### config.mk
export PLATFORM = sky130hd
export DESIGN_NAME = ppi_core
export DESIGN_NICKNAME = d
export VERILOG_FILES = /design/src/rtl/ppi_pkg.sv /design/src/rtl/ppi_bus_decode.sv /design/src/rtl/ppi_ctrl_reg.sv /design/src/rtl/ppi_port_latch.sv /design/src/rtl/ppi_core.sv
export SDC_FILE = /design/constraint.sdc
export NUM_CORES = 1
export LEC_CHECK = 0
export ABC_AREA = 1
export CAP_MARGIN = 20
export CORE_MARGIN = 10
export CORE_UTILIZATION = 30
export DETAILED_ROUTE_END_ITERATION = 6
export DONT_BUFFER_PORTS = 1
export GPL_TIMING_DRIVEN = 0
export HOLD_SLACK_MARGIN = 0.05
export SLEW_MARGIN = 30
export SYNTH_ARGS = -nofsm -noshare
export SYNTH_HDL_FRONTEND = slang
export SYNTH_HIERARCHICAL = 1
export SYNTH_SLANG_ARGS = --single-unit
### constraint.sdc
create_clock -name clk -period 1.4 [get_ports clk]
set_input_delay 0.07 -clock clk [delete_from_list [all_inputs] [get_ports clk]]
set_output_delay 0.07 -clock clk [all_outputs]
set_load 0.1 [all_outputs]
### src/rtl/ppi_pkg.sv
package ppi_pkg;
  typedef enum logic [1:0] {
    SEL_PA = 2'd0,
    SEL_PB = 2'd1,
    SEL_PC = 2'd2,
    SEL_CW = 2'd3
  } sel_e;

  // control word bit positions
  localparam int CW_MODE_SET = 7;
  localparam int CW_A_IN     = 4;
  localparam int CW_CU_IN    = 3;
  localparam int CW_B_IN     = 1;
  localparam int CW_CL_IN    = 0;
endpackage

### src/rtl/ppi_bus_decode.sv
module ppi_bus_decode
  import ppi_pkg::*;
(
  input  logic       cs_n,
  input  logic       rd_n,
  input  logic       wr_n,
  input  logic [1:0] addr,
  output logic       wr_pa,
  output logic       wr_pb,
  output logic       wr_pc,
  output logic       wr_cw,
  output logic       rd_en
);
  logic wr_en;
  assign wr_en = !cs_n && !wr_n;
  assign rd_en = !cs_n && !rd_n;

  always_comb begin
    wr_pa = 1'b0;
    wr_pb = 1'b0;
    wr_pc = 1'b0;
    wr_cw = 1'b0;
    if (wr_en) begin
      unique case (sel_e'(addr))
        SEL_PA: wr_pa = 1'b1;
        SEL_PB: wr_pb = 1'b1;
        SEL_PC: wr_pc = 1'b1;
        SEL_CW: wr_cw = 1'b1;
      endcase
    end
  end
endmodule

### src/rtl/ppi_ctrl_reg.sv
module ppi_ctrl_reg
  import ppi_pkg::*;
#(
  parameter int          CW_W       = 8,
  parameter logic [7:0]  RESET_WORD = 8'h9B,
  parameter int          IDX_W      = 3
) (
  input  logic             clk,
  input  logic             rst,
  input  logic             wr_cw,
  input  logic [CW_W-1:0]  din,
  output logic [CW_W-1:0]  cw_q,
  output logic             mode_load,
  output logic             sr_we,
  output logic [IDX_W-1:0] sr_idx,
  output logic             sr_val
);
  assign mode_load = wr_cw && din[CW_MODE_SET];
  assign sr_we     = wr_cw && !din[CW_MODE_SET];
  assign sr_idx    = din[IDX_W:1];
  assign sr_val    = din[0];

  always_ff @(posedge clk) begin
    if (rst)            cw_q <= CW_W'(RESET_WORD);
    else if (mode_load) cw_q <= din;
  end

  assert_reset_word_R3: assert property (@(posedge clk) disable iff (rst)
    $past(rst) |-> cw_q == CW_W'(RESET_WORD));

  assert_cw_kept_R6: assert property (@(posedge clk) disable iff (rst)
    ($past(!rst) && $past(!mode_load)) |-> $stable(cw_q));
endmodule

### src/rtl/ppi_port_latch.sv
module ppi_port_latch #(
  parameter int W     = 8,
  parameter int IDX_W = (W > 1) ? $clog2(W) : 1
) (
  input  logic             clk,
  input  logic             rst,
  input  logic             clr,
  input  logic             we,
  input  logic [W-1:0]     d,
  input  logic             bit_we,
  input  logic [IDX_W-1:0] bit_idx,
  input  logic             bit_val,
  output logic [W-1:0]     q
);
  always_ff @(posedge clk) begin
    if (rst || clr) q <= '0;
    else if (we)    q <= d;
    else if (bit_we) q[bit_idx] <= bit_val;
  end

  assert_clear_on_mode_R5: assert property (@(posedge clk) disable iff (rst)
    ($past(!rst) && $past(clr)) |-> q == '0);

  assert_write_lands_R9: assert property (@(posedge clk) disable iff (rst)
    ($past(!rst) && $past(we && !clr)) |-> q == $past(d));

  assert_single_bit_R6: assert property (@(posedge clk) disable iff (rst)
    ($past(!rst) && $past(bit_we && !we && !clr)) |-> q[$past(bit_idx)] == $past(bit_val));
endmodule

### src/rtl/ppi_core.sv
module ppi_core
  import ppi_pkg::*;
#(
  parameter int         PORT_W     = 8,
  parameter logic [7:0] RESET_WORD = 8'h9B
) (
  input  logic              clk,
  input  logic              rst,
  input  logic              cs_n,
  input  logic              rd_n,
  input  logic              wr_n,
  input  logic [1:0]        addr,
  input  logic [PORT_W-1:0] din,
  output logic [PORT_W-1:0] dout,
  output logic              dout_oe,
  input  logic [PORT_W-1:0] pa_in,
  output logic [PORT_W-1:0] pa_out,
  output logic              pa_oe,
  input  logic [PORT_W-1:0] pb_in,
  output logic [PORT_W-1:0] pb_out,
  output logic              pb_oe,
  input  logic [PORT_W-1:0] pc_in,
  output logic [PORT_W-1:0] pc_out,
  output logic [1:0]        pc_oe
);
  localparam int NIB_W   = PORT_W / 2;
  localparam int IDX_W   = $clog2(PORT_W);
  localparam int NIDX_W  = $clog2(NIB_W);

  logic wr_pa, wr_pb, wr_pc, wr_cw, rd_en;
  logic [PORT_W-1:0] cw_q;
  logic mode_load, sr_we, sr_val;
  logic [IDX_W-1:0] sr_idx;
  logic [1:0] c_in_dir;
  logic [PORT_W-1:0] rd_val;

  ppi_bus_decode u_dec (
    .cs_n(cs_n), .rd_n(rd_n), .wr_n(wr_n), .addr(addr),
    .wr_pa(wr_pa), .wr_pb(wr_pb), .wr_pc(wr_pc), .wr_cw(wr_cw), .rd_en(rd_en)
  );

  ppi_ctrl_reg #(.CW_W(PORT_W), .RESET_WORD(RESET_WORD), .IDX_W(IDX_W)) u_cw (
    .clk(clk), .rst(rst), .wr_cw(wr_cw), .din(din), .cw_q(cw_q),
    .mode_load(mode_load), .sr_we(sr_we), .sr_idx(sr_idx), .sr_val(sr_val)
  );

  ppi_port_latch #(.W(PORT_W)) u_pa (
    .clk(clk), .rst(rst), .clr(mode_load), .we(wr_pa), .d(din),
    .bit_we(1'b0), .bit_idx('0), .bit_val(1'b0), .q(pa_out)
  );

  ppi_port_latch #(.W(PORT_W)) u_pb (
    .clk(clk), .rst(rst), .clr(mode_load), .we(wr_pb), .d(din),
    .bit_we(1'b0), .bit_idx('0), .bit_val(1'b0), .q(pb_out)
  );

  assign c_in_dir = {cw_q[CW_CU_IN], cw_q[CW_CL_IN]};

  for (genvar h = 0; h < 2; h++) begin : g_pc_half
    logic half_bit_we;
    assign half_bit_we = sr_we && (sr_idx[IDX_W-1] == h[0]);
    ppi_port_latch #(.W(NIB_W), .IDX_W(NIDX_W)) u_pc (
      .clk(clk), .rst(rst), .clr(mode_load), .we(wr_pc),
      .d(din[h*NIB_W +: NIB_W]),
      .bit_we(half_bit_we), .bit_idx(sr_idx[NIDX_W-1:0]), .bit_val(sr_val),
      .q(pc_out[h*NIB_W +: NIB_W])
    );
    assign pc_oe[h] = !c_in_dir[h];
  end

  assign pa_oe = !cw_q[CW_A_IN];
  assign pb_oe = !cw_q[CW_B_IN];

  always_comb begin
    unique case (sel_e'(addr))
      SEL_PA: rd_val = pa_oe ? pa_out : pa_in;
      SEL_PB: rd_val = pb_oe ? pb_out : pb_in;
      SEL_PC: begin
        rd_val[NIB_W-1:0]      = pc_oe[0] ? pc_out[NIB_W-1:0]      : pc_in[NIB_W-1:0];
        rd_val[PORT_W-1:NIB_W] = pc_oe[1] ? pc_out[PORT_W-1:NIB_W] : pc_in[PORT_W-1:NIB_W];
      end
      SEL_CW: rd_val = cw_q;
    endcase
  end

  always_ff @(posedge clk) begin
    if (rst) begin
      dout    <= '0;
      dout_oe <= 1'b0;
    end else begin
      dout    <= rd_en ? rd_val : '0;
      dout_oe <= rd_en;
    end
  end

  assert_bus_quiet_R1: assert property (@(posedge clk) disable iff (rst)
    $past(cs_n) |-> !dout_oe);

  assert_bus_drive_R8: assert property (@(posedge clk) disable iff (rst)
    ($past(!rst) && $past(!cs_n && !rd_n)) |-> dout_oe);

  assert_no_write_unselected_R1: assert property (@(posedge clk) disable iff (rst)
    ($past(!rst) && $past(cs_n)) |-> ($stable(pa_out) && $stable(pb_out) && $stable(pc_out)));

  assert_dir_onreset_R3: assert property (@(posedge clk) disable iff (rst)
    $past(rst) |-> (!pa_oe && !pb_oe && pc_oe == 2'b00));
endmodule

==> metrics.yaml <==
job:
  cap_violations: 0
clocking:
  htreeDepth: 2
  clk_pin_slew_ps: 80
  numCtsBuffers: 5
  cts_tree: "done"
  clkLatencyLatePin_ps: 300
  cts_sinks: 41
  cts_root_buffer: "clkbuf_8"
  clock_path_buffers: 2
sta:
  finalCritPeriodShare_pct: 104.9
  final-max-slew-violation-count: 0
  worst_slack_ps: -68.58
  hold_ws_ps: 57.96
  setup_viol: 8
  hold_viol: 0
  finalClockSkew_ps: 6.308
  tightestPinTransition_ps: 962.5
  period_minus_slack_ps: 1469
  timing.slew.headroom_pct: 35.74
  clock.fmax_mhz: 680.9
  rsz0062_at_grt: "true"
floorplanning:
  pin_count: 76
  core_um2: 10320
  start_util_pct: 30.75
  dieArea_um2: 15100
  rows: 37
  fp.dieW_um: 122.9
  die_y_um: 122.9
cells_and_area:
  layout.nets: 695
  antenna_cells: 0
  final_cells: 793
  fin_area_um2: 3924
  areaGrowthSynthToFinish_pct: 23.61
  seq_area_um2: 858.3
  drive_above_1_share_pct: 14.92
  n_fill_cell: 1122
  multi_input_area_um2: 2121
global_route:
  antenna_found_initial: 0
  grtUsageTotal_pct: 14.56
  grt_pass1_vias: 3320
  grt_max_degree: 15
  grt_overflow: 0
  grt_pass1_wl_um: 17220
yosys:
  synth_warnings: 6
  synth_cell_type_count: 19
  ys_seq_area_share_pct: 25.86
  avgSynthCellArea_um2: 5.540
  ys_ff_latch: 41
  synth_area_leader_cell: "nand2_1"
  synthTopCellsByArea: "nand2_1 29%, dfxtp_1 26%, nand3_1 9.9%"
  syn_inst: 573
  synth_top_area_share_pct: 28.97
  netlist_area_um2: 3174
routing:
  via_count: 3556
  drtIter0Drc: 286
  firstDrtPassIters: 5
  wl_per_cell_um: 13.78
  wl_um: 10930
  viasPerCell: 4.484
  ant_nets: 0
  drc_errors: 0
hold_path:
  holdCritPathClass: "input port to register"
  hold_depth: 5
status:
  violations: "setup timing"
  status: "finished, violations left"
placement:
  place.gp.congestion: 0.9136
  dp.cells: 762
  dpl_worst_slack_ps: -269.3
  dpl_cell_area_um2: 3571
  io_buffers: 0
  place_hpwl_um: 8348
worst_setup_path:
  path_class: "register to register"
  startpoint_type: "register"
  cp_num_buf_inv: 2
  crit_required_ps: 1600
  critical-path-top-delay-family: "simple AND/OR/NAND/NOR gates"
  cp.arrival_ps: 1670
  critPathCapture: "dout[5]"
  r2r_start: "u_cw/cw_q[3]"
  r2r_cells: 7
  critPathSlowestCell: "clkinvlp_4"
  path_common_cell: "nand2_1"
  crit_chain: "clkinvlp_4 -> nand2_1 -> nand2_1 -> nand2_1 -> nand3b_1 -> nand2_1 -> inv_1"
  cp-startpoint: "u_cw/cw_q[3]"
  critPathMaxStageDelay_ps: 450
  path_depth: 7
  rrSetupSlack_ps: -70
  path_max_fanout: 5
  reg2reg_to: "dout[5]"
  endpoint_kind: "register"
power_and_ir_drop:
  p_leak_uw: 0.002144
  powerDensity_nw_per_um2: 751.8
  ir_worst_vdd_mv: 0.3193
==> cells by family after synthesis <==
kind of cell	synth area share, %
buffers and inverters	14.39
AO/OA/AOI/OAI	2.680
other	0.1181
flip-flops	25.86
AND/OR/NAND/NOR	56.96
==> Yosys cell counts (all sizes together) <==
| library cell | count |
|---|---|
| buf | 15 |
| conb | 1 |
| dfxtp | 41 |
| inv | 80 |
| nand2 | 251 |
| nand3 | 63 |
| nand3b | 11 |
| nor2 | 92 |
| o21ai | 17 |
| or2 | 2 |
==> cell type report <==
type | count | area share (%)
multi-input cells | 490 | 54.05
flip-flops and latches | 41 | 21.88
inverters | 80 | 8.100
repair buffers | 23 | 5.804
well taps | 136 | 4.337
plain buffers | 15 | 3.731
clock buffers | 6 | 1.849
clock inverters | 2 | 0.2551
==> through the flow <==
step	power [uW]	setup TNS [ps]	utilization, %
CTS	2957	-1168	37.74
floorplan	2002	-10.14	-
global route	3106	-951.4	38.01
global placement	2095	-3878	34.44
detailed placement	2110	-4355	34.59
finish	2950	-355.2	38.01
==> worst min-delay path, cell delays in order <==
cell,delay (ps)
nor2_2,40
nand2_1,60
inv_1,30
nand2_1,60
inv_1,40
==> power breakdown <==
part / switching (uW) / internal (uW) / total (uW)
clock: 443 / 346 / 789
sequential: 346 / 1220 / 1560
combinational: 384 / 216 / 600
==> repair_timing <==
| action | in CTS | in global routing |
|---|---|---|
| buffers inserted | 2 | 0 |
| endpoints found under the setup margin | 19 | 35 |
| hold buffers | 21 | 0 |
| pin swaps | 11 | 6 |
| hold endpoints to repair | 35 | 0 |
| gates resized for setup | 12 | 10 |
==> worst min path at each step <==
stage,from,end
5_1_grt,addr[0],dout[1]
3_5_place_dp,rst,u_cw/cw_q[7]
2_1_floorplan,rst,u_cw/cw_q[7]
3_3_place_gp,rst,u_cw/cw_q[7]
6_report,rst,dout[4]
4_1_cts,rst,dout[4]
==> cells in the final DEF (no fill, tap or decap), drive strengths merged <==
master and instances:
clkinvlp 2, dlymetal6s4s 1, nand3b 11, clkbuf 6
nor2 92, clkinv 2, inv 78, o21ai 17
nand2 251, or2 2, dlygate4sd3 20, buf 17
nand3 63, dfxtp 41, conb 54
==> metal layers <==
layer  wire, um  vias up  track usage [%]
met4        313        0            5.965
li1           -     1845                -
met1       4476     1566            17.20
met2       5297      128            25.07
met3        839       17            3.030
met5          0        -                0
==> flip-flops by register name, indices dropped and copies added, names as in the netlist <==
name	flops
dout	8
u_pb/q	8
dout_oe	1
u_pa/q	8
g_pc_half.u_pc/q	8
u_cw/cw_q	8
No activity file was read; power rests on OpenSTA's default activity.
